<file path="config.mk">
export PLATFORM = sky130hd
export DESIGN_NAME = synth_prog_reg
export DESIGN_NICKNAME = d
export VERILOG_FILES = /design/src/rtl/synth_prog_pkg.sv /design/src/rtl/sp_edge_det.sv /design/src/rtl/sp_primary.sv /design/src/rtl/sp_secondary.sv /design/src/rtl/synth_prog_reg.sv
export SDC_FILE = /design/constraint.sdc
export NUM_CORES = 1
export LEC_CHECK = 0
export BUFFER_PORTS_ARGS = -buffer_cell sky130_fd_sc_hd__buf_2
export CORE_ASPECT_RATIO = 1.5
export CORE_MARGIN = 3
export CORE_UTILIZATION = 46
export CTS_BUF_LIST = sky130_fd_sc_hd__clkbuf_8
export DETAILED_ROUTE_END_ITERATION = 12
export PLACE_DENSITY = 0.78
export SYNTH_ARGS = -nofsm -noshare
export SYNTH_HDL_FRONTEND = slang
export SYNTH_SLANG_ARGS = --single-unit
</file>
<file path="constraint.sdc">
create_clock -name clk -period 1.2 [get_ports clk]
set_clock_uncertainty 0.15 [all_clocks]
set_input_delay 0.18 -clock clk [delete_from_list [all_inputs] [get_ports clk]]
set_output_delay 0.18 -clock clk [all_outputs]
set_load 0.005 [all_outputs]
</file>
<file path="src/rtl/synth_prog_pkg.sv">
package synth_prog_pkg;
   localparam int WORD_W   = 20;
   localparam int BYTE_W   = 8;
   localparam int M_W      = 7;
   localparam int A_W      = 4;
   localparam int R_W      = 4;
   localparam int X_W      = 4;
   localparam int M_LSB    = 0;
   localparam int PE_BIT   = 7;
   localparam int A_LSB    = 8;
   localparam int R_LSB    = 12;
   localparam int X_LSB    = 16;
   localparam int HI_W     = WORD_W - 2 * BYTE_W;

   typedef logic [WORD_W-1:0] word_t;
endpackage

</file>
<file path="src/rtl/sp_edge_det.sv">
module sp_edge_det #(
   parameter bit IDLE = 1'b0
) (
   input  logic clk,
   input  logic rst_n,
   input  logic lvl,
   output logic rise
);
   logic lvl_q;

   always_ff @(posedge clk or negedge rst_n) begin
      if (!rst_n) lvl_q <= IDLE;
      else        lvl_q <= lvl;
   end

   assign rise = lvl & ~lvl_q;
endmodule

</file>
<file path="src/rtl/sp_primary.sv">
module sp_primary #(
   parameter int  W         = 20,
   parameter int  BW        = 8,
   parameter bit  MSB_FIRST = 1'b1
) (
   input  logic          clk,
   input  logic          rst_n,
   input  logic          shift_en,
   input  logic          sdata,
   input  logic          wr_lo,
   input  logic          wr_mid,
   input  logic          wr_hi,
   input  logic [BW-1:0] pdata,
   output logic [W-1:0]  q
);
   localparam int HW = W - 2 * BW;

   logic [W-1:0] shifted;
   logic [W-1:0] nxt;

   generate
      if (MSB_FIRST) begin : g_msb
         assign shifted = {q[W-2:0], sdata};
      end else begin : g_lsb
         assign shifted = {sdata, q[W-1:1]};
      end
   endgenerate

   always_comb begin
      nxt = q;
      if (shift_en) nxt = shifted;
      if (wr_lo)    nxt[BW-1:0]      = pdata;
      if (wr_mid)   nxt[2*BW-1:BW]   = pdata;
      if (wr_hi)    nxt[W-1:2*BW]    = pdata[HW-1:0];
   end

   always_ff @(posedge clk or negedge rst_n) begin
      if (!rst_n) q <= '0;
      else        q <= nxt;
   end
endmodule

</file>
<file path="src/rtl/sp_secondary.sv">
module sp_secondary #(
   parameter int W = 20
) (
   input  logic         clk,
   input  logic         rst_n,
   input  logic         commit,
   input  logic [W-1:0] d,
   output logic [W-1:0] q
);
   always_ff @(posedge clk or negedge rst_n) begin
      if (!rst_n)      q <= '0;
      else if (commit) q <= d;
   end
endmodule

</file>
<file path="src/rtl/synth_prog_reg.sv">
module synth_prog_reg
   import synth_prog_pkg::*;
#(
   parameter bit MSB_FIRST = 1'b1
) (
   input  logic              clk,
   input  logic              rst_n,
   input  logic              ser_clk,
   input  logic              ser_data,
   input  logic              ser_load_n,
   input  logic [BYTE_W-1:0] par_data,
   input  logic              wr_m,
   input  logic              wr_ar,
   input  logic              wr_ext,
   input  logic              hop_wr,
   output logic [M_W-1:0]    m_div,
   output logic [A_W-1:0]    a_div,
   output logic [R_W-1:0]    r_div,
   output logic              pre_en,
   output logic [X_W-1:0]    ext_cfg
);
   generate
      if (HI_W < 1 || HI_W > BYTE_W) begin : g_bad_hi
         $error("synth_prog_reg: upper field width out of range");
      end
      if (M_LSB + M_W > PE_BIT || PE_BIT >= A_LSB) begin : g_bad_m
         $error("synth_prog_reg: main field overlaps prescaler bit");
      end
      if (A_LSB + A_W > R_LSB || R_LSB + R_W > X_LSB || X_LSB + X_W > WORD_W) begin : g_bad_ar
         $error("synth_prog_reg: field layout exceeds word");
      end
   endgenerate

   logic  clk_rise;
   logic  load_rise;
   logic  hop_rise;
   logic  shift_ev;
   logic  commit_ev;
   word_t prim_q;
   word_t sec_q;

   sp_edge_det #(.IDLE(1'b0)) u_clk_edge (
      .clk(clk), .rst_n(rst_n), .lvl(ser_clk), .rise(clk_rise));
   sp_edge_det #(.IDLE(1'b1)) u_load_edge (
      .clk(clk), .rst_n(rst_n), .lvl(ser_load_n), .rise(load_rise));
   sp_edge_det #(.IDLE(1'b0)) u_hop_edge (
      .clk(clk), .rst_n(rst_n), .lvl(hop_wr), .rise(hop_rise));

   assign shift_ev  = clk_rise & ~ser_load_n;
   assign commit_ev = load_rise | hop_rise;

   sp_primary #(.W(WORD_W), .BW(BYTE_W), .MSB_FIRST(MSB_FIRST)) u_prim (
      .clk(clk), .rst_n(rst_n), .shift_en(shift_ev), .sdata(ser_data),
      .wr_lo(wr_m), .wr_mid(wr_ar), .wr_hi(wr_ext), .pdata(par_data),
      .q(prim_q));

   sp_secondary #(.W(WORD_W)) u_sec (
      .clk(clk), .rst_n(rst_n), .commit(commit_ev), .d(prim_q), .q(sec_q));

   assign m_div   = sec_q[M_LSB +: M_W];
   assign pre_en  = sec_q[PE_BIT];
   assign a_div   = sec_q[A_LSB +: A_W];
   assign r_div   = sec_q[R_LSB +: R_W];
   assign ext_cfg = sec_q[X_LSB +: X_W];
endmodule

</file>
# Word level (Yosys, flattened, before mapping)
# Cells that the tools add are included.
# word_totals
out_inout_bits	20
romBits	0
latch_bits	0
inputBits	17
ff_bits	43
memories	0
ram_bits	0
word_cells	23
# classes
n_addsub	0
n_eq_ne	0
n_shift	0
multipliers	0
n_reduce_logical	3
bitwise_logic	9
div	0
muxes	4
n_lt_le_gt_ge	0
# op_table
cell	count
20-bit 2-to-1 mux	1
8-bit 2-to-1 mux	2
2-bit nonzero test	3
1-bit bitwise AND	4
4-bit 2-to-1 mux	1
1-bit inverter	4
1-bit bitwise OR	1

# Longest topological paths before layout
# Gate-level depths: netlist of the first run.
# logic_depth
ltp_word	5
depth_mapped	4

# Modules after synthesis
# A second synthesis of the first run with hierarchy kept.
# unflattened
hier_cells	134
hier_area_um2	1861.8
# by_module_without_submodules
mod	area_per_inst_um2	cells_each	n_inst	seq_area_each_um2
sp_primary	908.4	84	1	500.5
sp_secondary	823.3	42	1	500.5
sp_edge_det (u_clk_edge ...)	38.8	2	2	25.0
sp_edge_det (u_load_edge)	40.0	2	1	26.3
synth_prog_reg	12.5	2	1	0.0

# Least setup slack after synthesis of the first run
# No wires, ideal clock.
# synth_timing
kind	reg-to-reg
start	register u_load_edge.lvl_q
end	register u_sec.q[6]
required_ns	0.923
stages_incl_launch_ff	4
n_path_buf	1
arrival_ns	1.020
slack_ns	-0.097
setup_ns	0.127
cell_sequence	dfstp_2 > o22ai_2 > buf_6 > mux2_1
# synth_via
elab_chain_len	3
# synth_lines
item	line_no	text
from (decl)	sp_edge_det.sv:9	logic lvl_q;
from (signal assigned)	sp_edge_det.sv:13	else lvl_q <= lvl;
1-bit inverter	sp_edge_det.sv:16	assign rise = lvl & ~lvl_q;
1-bit bitwise AND	sp_edge_det.sv:16	
1-bit bitwise OR	synth_prog_reg.sv:50	assign commit_ev = load_rise | hop_rise;
to (signal assigned)	sp_secondary.sv:11	if (!rst_n) q <= '0;
to (signal assigned)	sp_secondary.sv:12	else if (commit) q <= d;
to (decl)	sp_secondary.sv:8	output logic [W-1:0] q
# No other way between the ends.
# A chain may end at the register's enable or synchronous reset.

# Worst setup path after layout of the first run
# layout_timing
start	register u_load_edge.lvl_q
end	register u_sec.q[7]
# The elaborated chain is that of the path after synthesis.

==> results of run 1 <==
[synthesized netlist by cell type]
master,instances,area (sq um)
nor3b_2,1,12.5
mux2_1,1,11.3
nor2b_1,20,125
buf_2,4,20.0
mux2_2,19,214
buf_6,2,22.5
o22ai_2,1,12.5
or3b_1,1,8.76
dfstp_2,1,26.3
clkbuf_1,2,7.51
a21oi_1,40,200
nand2_1,20,75.1
inv_1,2,7.51
dfrtp_1,42,1050
[tightest hold or removal path, delay by kind of cell]
kind / cells / cell delay, ns
buffers and inverters: 1 / 0.09
AND/OR/NAND/NOR: 1 / 0.05
AO/OA/AOI/OAI: 1 / 0.08
[final timing paths]
kind | from | endpoint | depth (start not counted) | slack (ns)
max | u_load_edge.lvl_q$_DFF_PN1_ | u_sec.q[7]$_DFFE_PN0P_ | 3 | -0.18
min | par_data[7] | u_prim.q[7]$_DFFE_PN0P_ | 3 | -0.005
max reg2reg | u_load_edge.lvl_q$_DFF_PN1_ | u_sec.q[7]$_DFFE_PN0P_ | 3 | -0.18
min reg2reg | u_sec.q[6]$_DFFE_PN0P_ | u_sec.q[6]$_DFFE_PN0P_ | 1 | 0.34
max in group asynchronous | rst_n | u_prim.q[8]$_DFFE_PN0P_ | 3 | 0.25
min in group asynchronous | rst_n | u_sec.q[9]$_DFFE_PN0P_ | 2 | 0.17
[logic make-up (layout without fill, tap and decap cells)]
group,after synthesis,after routing,share of synthesized area
AOI/OAI and AO/OA,41,41,0.119
buffers and inverters,10,60,0.0321
and+or+nand+nor,42,44,0.123
muxes,20,20,0.126
DFF,43,43,0.600
[state kept, by name (all words and copies together), names as in the netlist]
| register | count |
|---|---|
| u_prim.q | 20 |
| u_sec.q | 20 |
| u_clk_edge.lvl_q | 1 |
| u_hop_edge.lvl_q | 1 |
| u_load_edge.lvl_q | 1 |
[power by group]
part	switching (mW)	leakage, nW	internal [mW]
logic	0.273	0.510	0.334
registers	0.135	0.485	1.65
clock network	0.477	0.0612	0.673
[cells in the final DEF (no fill, tap or decap), types with 2 or more instances in the layout]
cell type	n
clkbuf_8	6
mux2_2	19
or3b_4	3
a21oi_1	20
buf_4	3
a21oi_2	20
buf_6	6
dfrtp_1	41
dlygate4sd3_1	3
buf_2	36
inv_1	2
nand2_1	19
nor2b_1	20
[per-layer routing]
metal  vias to the layer above  wire length (microns)
met5                         -                      0
met3                         6                    169
li1                        640                      -
met2                        29                   2110
met1                       677                   1730
met4                         0                     59
[area by class of cell]
class                   instances  area [sq um]  area share
clock buffers                   6          82.6      0.0349
clock inverters                 2          35.0      0.0148
inverters                       2          7.51     0.00317
multi-input cells             105           776       0.328
flip-flops and latches         43          1080       0.455
well taps                      43          53.8      0.0227
repair buffers                 50           335       0.142
[metrics by stage]
stage	hold WS (ns)	utilization	setup TNS [ns]	total power [mW]	cell area, sq um
after floorplan	-0.266	-	-2.52	2.07	1810
after global placement	-0.0641	0.551	-5.24	2.32	2050
after detailed placement	-0.0625	0.551	-6.12	2.34	2050
after CTS	0.00133	0.611	-5.81	3.52	2270
after global routing	0.0207	0.637	-7.72	3.72	2370
final	-0.00526	0.637	-5.85	3.54	2370
[repair_timing]
action / in CTS / in global routing
setup buffers: 1 / 1
hold endpoints to repair: 44 / 0
hold buffers: 3 / 0
cloned: 3 / 1
setup endpoints to repair: 40 / 40
gates resized for setup: 14 / 23
pin swaps: 5 / 30
==> impl_metrics.py, run 1 <==
metrics = {
    "finish": {
        "nNetsFinal": 224,
        "instances_no_fill": 251,
        "antenna_cells": 0,
        "fillers": 303,
        "area.growth.synth_to_final_pct": 32.0,
        "drive_above_1_share": 0.490,
    },
    "placement": {
        "port-buffer-count": 36,
        "hpwl_mm": 2.59,
        "dp.cells": 234,
        "dp_slack_ns": -0.211,
        "gp_congestion": 0.823,
    },
    "worst_setup_path": {
        "cpLargestDelayFamily": "flip-flops",
        "path_max_fanout": 10,
        "path_buf_inv": 1,
        "end_kind": "flip-flop",
        "slowest_delay_ns": 0.38,
        "slowest_stage": "dfstp_2",
        "path_cells": "o22ai_4, buf_6, mux2_2",
        "critPathArrivalTime_ns": 1.41,
        "worst_setup_path_start_kind": "flip-flop",
        "required_ns": 1.22,
        "critical_path_class": "reg2reg",
    },
    "grt": {
        "grt_pass1_vias": 1350,
        "grt_antenna_before_repair": 0,
        "met3_usage": 0.0404,
        "grt.total_usage": 0.188,
        "grtUsageMet2": 0.315,
        "grt_pass1_wl_mm": 6.64,
        "grt_max_degree": 20,
        "use_met1": 0.240,
        "grt_overflow": 0,
        "grt-busiest-layer": "met2",
    },
    "routing": {
        "postRouteAntennaNets": 0,
        "drt-total-wl_mm": 4.07,
        "vias_per_cell": 5.39,
        "vias": 1352,
        "first_iter_violations": 22,
        "drc_errors": 0,
        "wl_per_cell_microns": 16.2,
        "dr.pass1.iters": 4,
    },
    "floorplanning": {
        "core-area_sq_um": 3720,
        "die_x_microns": 57.0,
        "initial_core_util": 0.483,
        "rows": 27,
        "die_area_sq_um": 4700,
        "die_h_microns": 82.5,
        "ioPinCount": 37,
    },
    "sta": {
        "setup_viol": 40,
        "fin_ws_ns": -0.185,
        "hold_viol_final": 1,
        "tightest_slew_ns": 0.345,
        "period_minus_slack_ns": 1.38,
        "holdWs_ns": -0.00526,
        "timing.fmax_mhz": 722,
        "maxSlewViolCount": 0,
        "rsz0062_at_grt": "yes",
        "post-route-period-util": 1.15,
        "slew_headroom": 0.770,
    },
    "cts": {
        "clock_path_buffers": 2,
        "cts-root-buf": "clkbuf_8",
        "clk_latency_ns": 0.29,
        "htree_levels": 2,
        "cts_made_buffers": 5,
        "cts_tree": "built",
        "cts.clk_slew.worst_paths_ns": 0.08,
        "clkSinkCount": 43,
    },
    "yosys": {
        "postSynthAreaPerCell_sq_um": 11.5,
        "synth_warnings": 0,
        "syn_area_sq_um": 1790,
        "ys_ff_latch": 43,
        "synthCells": 156,
        "syn_nets": 173,
        "ys_seq_area_frac": 0.600,
        "synth_cell_types": 14,
    },
    "pwr": {
        "leakage_nw": 1.06,
        "ir_worst_vdd_mv": 0.946,
        "powerDensity_nw_per_um2": 1490,
    },
    "job": {
        "drv_cap": 0,
    },
    "outcome": {
        "status": "finished, violations left",
        "violations": "hold timing, setup timing",
    },
    "min_path": {
        "hp-class": "in2reg",
    },
}
No activity file was read; power rests on OpenSTA's default activity.
==> run 2: changes to the inputs <==
CORE_UTILIZATION = 35   (was 46)
GPL_ROUTABILITY_DRIVEN = 0   (was unset)
PLACE_DENSITY = 0.63   (was 0.78)
==> impl_metrics.py, run 2 (synthesized netlist as in run 1, its figures left out) <==
metrics = {
    "worst_setup_path": {
        "critPathArrivalTime_ns": 1.38,
        "required_ns": 1.23,
        "r2r_setup_slack_ns": -0.15,
        "startpoint": "u_load_edge.lvl_q$_DFF_PN1_",
        "critical_path_class": "reg2reg",
        "path_max_fanout": 20,
        "end_kind": "flip-flop",
        "r2r_start": "u_load_edge.lvl_q$_DFF_PN1_",
        "worst_setup_path_start_kind": "flip-flop",
        "r2r_cells": 3,
        "r2r_end": "u_sec.q[15]$_DFFE_PN0P_",
    },
    "routing": {
        "vias_per_cell": 4.78,
        "first_iter_violations": 55,
        "drc_errors": 0,
        "dr.pass1.iters": 4,
        "wl_per_cell_microns": 13.6,
        "drt-total-wl_mm": 3.65,
        "vias": 1282,
        "postRouteAntennaNets": 0,
    },
    "pwr": {
        "power_mw": 3.49,
        "ir_worst_vdd_mv": 0.635,
        "powerDensity_nw_per_um2": 1540,
        "leakage_nw": 1.02,
    },
    "grt": {
        "grt_overflow": 0,
        "grt.total_usage": 0.134,
        "grt_max_degree": 32,
        "grt_pass1_wl_mm": 6.24,
        "grt_antenna_before_repair": 0,
        "grt_pass1_vias": 1291,
    },
    "sta": {
        "fin_ws_ns": -0.152,
        "slew_headroom": 0.783,
        "fin_setup_tns_ns": -5.12,
        "tightest_slew_ns": 0.326,
        "hold_viol_final": 0,
        "setup_viol": 40,
        "timing.fmax_mhz": 740,
        "maxSlewViolCount": 0,
        "post-route-period-util": 1.13,
        "period_minus_slack_ns": 1.35,
        "rsz0062_at_grt": "yes",
    },
    "outcome": {
        "violations": "setup timing",
        "status": "finished, violations left",
    },
    "min_path": {
        "hp-class": "in2reg",
        "holdPathStages": 3,
        "worstHoldStart": "par_data[4]",
        "min_to": "u_prim.q[12]$_DFFE_PN0P_",
    },
    "floorplanning": {
        "core-area_sq_um": 4890,
        "ioPinCount": 37,
        "die_area_sq_um": 6040,
        "die_h_microns": 93.7,
        "initial_core_util": 0.367,
        "rows": 31,
        "die_x_microns": 64.5,
    },
    "finish": {
        "mostFrequentLayoutCell": "dfrtp_1",
        "drive_above_1_share": 0.351,
        "instances_no_fill": 268,
        "reg_top3": "u_prim.q (20), u_sec.q (20)",
        "area.growth.synth_to_final_pct": 25.9,
        "final_cell_mix": "dfrtp_1, a21oi_1, buf_2, nand2_1, nor2b_1",
        "nNetsFinal": 218,
        "utilization": 0.462,
        "antenna_cells": 0,
    },
    "job": {
        "drv_cap": 0,
    },
    "cts": {
        "htree_levels": 2,
        "clock_path_buffers": 2,
        "cts_tree": "built",
        "clk_latency_ns": 0.29,
        "cts.clk_slew.worst_paths_ns": 0.09,
        "cts-root-buf": "clkbuf_8",
        "cts_made_buffers": 5,
        "clkSinkCount": 43,
    },
    "placement": {
        "port-buffer-count": 36,
        "hpwl_mm": 2.51,
        "dp.cells": 254,
    },
}
## run 2: critical path, cell delays in order (launching register included)
cell and delay, ns:
dfstp_2 0.37, o22ai_2 0.17, buf_12 0.19, mux2_2 0.35
## run 2: final cells by class
class	instances	area, sq um
Fill cell	483	2630
Sequential cell	43	1080
Multi-Input combinational cell	103	666
Timing Repair Buffer	46	308
Clock buffer	6	82.6
Tap cell	66	82.6
Clock inverter	2	35.0
Inverter	2	7.51
## run 2: per-layer routing
| metal | share of wire | vias to the layer above | GRT usage | wire length, microns |
|---|---|---|---|---|
| met4 | 0.017 | 0 | 0.0582 | 63 |
| met1 | 0.43 | 633 | 0.165 | 1570 |
| met2 | 0.52 | 28 | 0.221 | 1900 |
| met5 | 0 | - | 0 | 0 |
| met3 | 0.032 | 4 | 0.0323 | 117 |
| li1 | - | 617 | - | - |
## run 2: metrics by stage
step,area [sq um],worst slack (ns),hold slack [ns]
after floorplan,1810,-0.0975,-0.266
after global placement,2080,-0.140,-0.0576
after detailed placement,2080,-0.168,-0.0518
after CTS,2260,-0.161,0.00288
after global routing,2260,-0.189,0.0164
final,2260,-0.152,0.00805
## run 2: report_power, final
group	internal, mW	leakage, nW	switching (mW)
logic	0.313	0.478	0.242
clock network	0.674	0.0612	0.497
registers	1.65	0.486	0.113
## run 2: repair_timing
action,CTS,global route
pin swaps,3,0
endpoints found under the setup margin,40,40
endpoints found under the hold margin,48,0
gates resized for setup,1,0
setup buffers,0,0
hold buffers,6,0
## run 2: how the worst max path moves through the flow
stage	endpoint	slack, ns
6_report	u_sec.q[15]$_DFFE_PN0P_	-0.15
5_1_grt	u_prim.q[3]$_DFFE_PN0P_	-0.19
4_1_cts	u_sec.q[15]$_DFFE_PN0P_	-0.16
3_5_place_dp	u_sec.q[16]$_DFFE_PN0P_	-0.17
3_3_place_gp	u_sec.q[6]$_DFFE_PN0P_	-0.14
2_1_floorplan	u_sec.q[6]$_DFFE_PN0P_	-0.1
==> run 3: changes to the inputs <==
--- a/config.mk
+++ b/config.mk
@@ -7,5 +7,5 @@
 export LEC_CHECK = 0
 export BUFFER_PORTS_ARGS = -buffer_cell sky130_fd_sc_hd__buf_2
-export CORE_ASPECT_RATIO = 1.5
+export CORE_ASPECT_RATIO = 0.8
 export CORE_MARGIN = 3
 export CORE_UTILIZATION = 35
==> constraint.sdc (replaced) <==
create_clock -name clk -period 1.2 [get_ports clk]
set_clock_uncertainty 0.15 [all_clocks]
set_input_delay 0.12 -clock clk [delete_from_list [all_inputs] [get_ports clk]]
set_output_delay 0.12 -clock clk [all_outputs]
set_load 0.005 [all_outputs]
==> impl_metrics.py, run 3 (synthesized netlist as in run 1, its figures left out) <==
metrics = {
    "placement": {
        "hpwl_mm": 2.54,
        "dpl_cell_area_sq_um": 2080,
        "port-buffer-count": 36,
    },
    "finish": {
        "area.growth.synth_to_final_pct": 29.9,
        "antenna_cells": 0,
        "reg_top3": "u_prim.q (20), u_sec.q (20)",
        "nNetsFinal": 229,
        "final_cell_mix": "dfrtp_1, a21oi_1, buf_2, nor2b_1",
        "mostFrequentLayoutCell": "dfrtp_1",
        "stdcell_area_sq_um": 2330,
        "drive_above_1_share": 0.366,
    },
    "sta": {
        "setup_viol": 40,
        "slew_headroom": 0.761,
        "timing.fmax_mhz": 733,
        "post-route-period-util": 1.14,
        "maxSlewViolCount": 0,
        "tightest_slew_ns": 0.359,
        "fin_setup_tns_ns": -5.23,
        "fin_ws_ns": -0.164,
        "period_minus_slack_ns": 1.36,
        "hold_viol_final": 0,
        "rsz0062_at_grt": "yes",
    },
    "floorplanning": {
        "die_h_microns": 70.0,
        "core-area_sq_um": 4760,
        "ioPinCount": 37,
        "rows": 22,
        "die_x_microns": 86.1,
        "die_area_sq_um": 6030,
        "initial_core_util": 0.377,
    },
    "worst_setup_path": {
        "path_common_cell": "a21oi_1",
        "startpoint": "u_clk_edge.lvl_q$_DFF_PN0_",
        "r2r_setup_slack_ns": -0.16,
        "critical_path_class": "reg2reg",
        "crit_end": "u_prim.q[10]$_DFFE_PN0P_",
        "critPathArrivalTime_ns": 1.43,
        "end_kind": "flip-flop",
        "r2r_cells": 4,
        "worst_setup_path_start_kind": "flip-flop",
        "required_ns": 1.27,
        "r2r_start": "u_clk_edge.lvl_q$_DFF_PN0_",
        "path_max_fanout": 8,
        "slowest_delay_ns": 0.43,
        "r2r_end": "u_prim.q[10]$_DFFE_PN0P_",
        "path_cells": "nor3b_2, buf_4, a21oi_1, a21oi_1",
        "slowest_stage": "dfrtp_1",
    },
    "job": {
        "drv_cap": 0,
    },
    "routing": {
        "vias_per_cell": 4.87,
        "dr.pass1.iters": 4,
        "first_iter_violations": 45,
        "postRouteAntennaNets": 0,
        "drc_errors": 0,
        "wl_per_cell_microns": 14.3,
        "vias": 1329,
        "drt-total-wl_mm": 3.91,
    },
    "cts": {
        "cts_tree": "built",
        "clkSinkCount": 43,
        "post-cts-setup-buffers": 0,
        "cts_made_buffers": 5,
        "htree_levels": 2,
        "cts-root-buf": "clkbuf_8",
        "clock_path_buffers": 2,
        "cts.clk_slew.worst_paths_ns": 0.09,
        "clk_latency_ns": 0.30,
    },
    "grt": {
        "grt_antenna_before_repair": 0,
        "grt.total_usage": 0.143,
        "grt_overflow": 0,
        "grt_pass1_vias": 1436,
        "grt_pass1_wl_mm": 6.76,
        "grt_max_degree": 21,
    },
    "pwr": {
        "leakage_nw": 1.05,
        "powerDensity_nw_per_um2": 1400,
        "ir_worst_vdd_mv": 0.786,
        "power_mw": 3.26,
    },
    "outcome": {
        "status": "finished, violations left",
        "violations": "setup timing",
    },
    "min_path": {
        "holdPathStages": 3,
        "hp-class": "in2reg",
    },
}
[run 3: cell count changes in the layout (fill, tap and decap cells not counted), sizes merged]
cell / delta
clkbuf: -1
clkinvlp: +1
inv: +1
dlygate4sd3: +7
bufinv: -1
buf: +3
or3b: +1
[run 3: worst min path at each step]
stage,startpoint,end,slack (ns)
6_report,wr_ext,u_prim.q[18]$_DFFE_PN0P_,0.03
5_1_grt,wr_ext,u_prim.q[18]$_DFFE_PN0P_,0.04
4_1_cts,wr_ext,u_prim.q[19]$_DFFE_PN0P_,0.02
3_5_place_dp,rst_n,u_sec.q[13]$_DFFE_PN0P_,-0.10
3_3_place_gp,rst_n,u_sec.q[13]$_DFFE_PN0P_,-0.10
2_1_floorplan,rst_n,u_clk_edge.lvl_q$_DFF_PN0_,-0.33
[run 3: power breakdown]
part,switching [mW],total (mW),internal [mW],leakage [nW]
logic,0.253,0.592,0.339,0.523
clock network,0.503,0.902,0.399,0.0453
registers,0.121,1.77,1.65,0.486
[run 3: what timing repair did]
item / in CTS / in global routing
hold buffers: 13 / 0
gates cloned: 1 / 0
setup endpoints to repair: 40 / 40
pin swaps: 2 / 5
gates resized for setup: 3 / 4
hold endpoints to repair: 65 / 0
[run 3: metal layers]
metal	global-route usage	share of wire	vias to the layer above	wire length (microns)
li1	-	-	642	-
met4	0.0475	0.0079	0	31
met3	0.0401	0.054	5	212
met5	0	0	-	0
met1	0.199	0.50	647	1960
met2	0.214	0.44	35	1700
[run 3: final cells by class]
class                      count  area [sq um]
sequential                    43          1080
tap                           60          75.1
timing repair buffer          56           392
fill                         445          2430
inverter                       2          7.51
clock inverter                 3          16.3
clock buffer                   5          68.8
multi-input combinational    104           694
[run 3: stage by stage]
stage | utilization | hold WS [ns] | worst slack, ns | cells
CTS | 0.487 | 0.0244 | -0.152 | 273
finish | 0.489 | 0.0321 | -0.164 | 273
detailed placement | 0.437 | -0.102 | -0.157 | 251
global placement | 0.437 | -0.103 | -0.131 | 251
global route | 0.489 | 0.0414 | -0.223 | 273
floorplan | - | -0.326 | -0.0975 | 156
[run 3: worst max-delay path, delay by kind of cell, from the launching register on]
family          cells  cell delay (ns)
compound gates      2             0.24
flops               1             0.43
buf+inv             1             0.21
simple gates        1             0.26
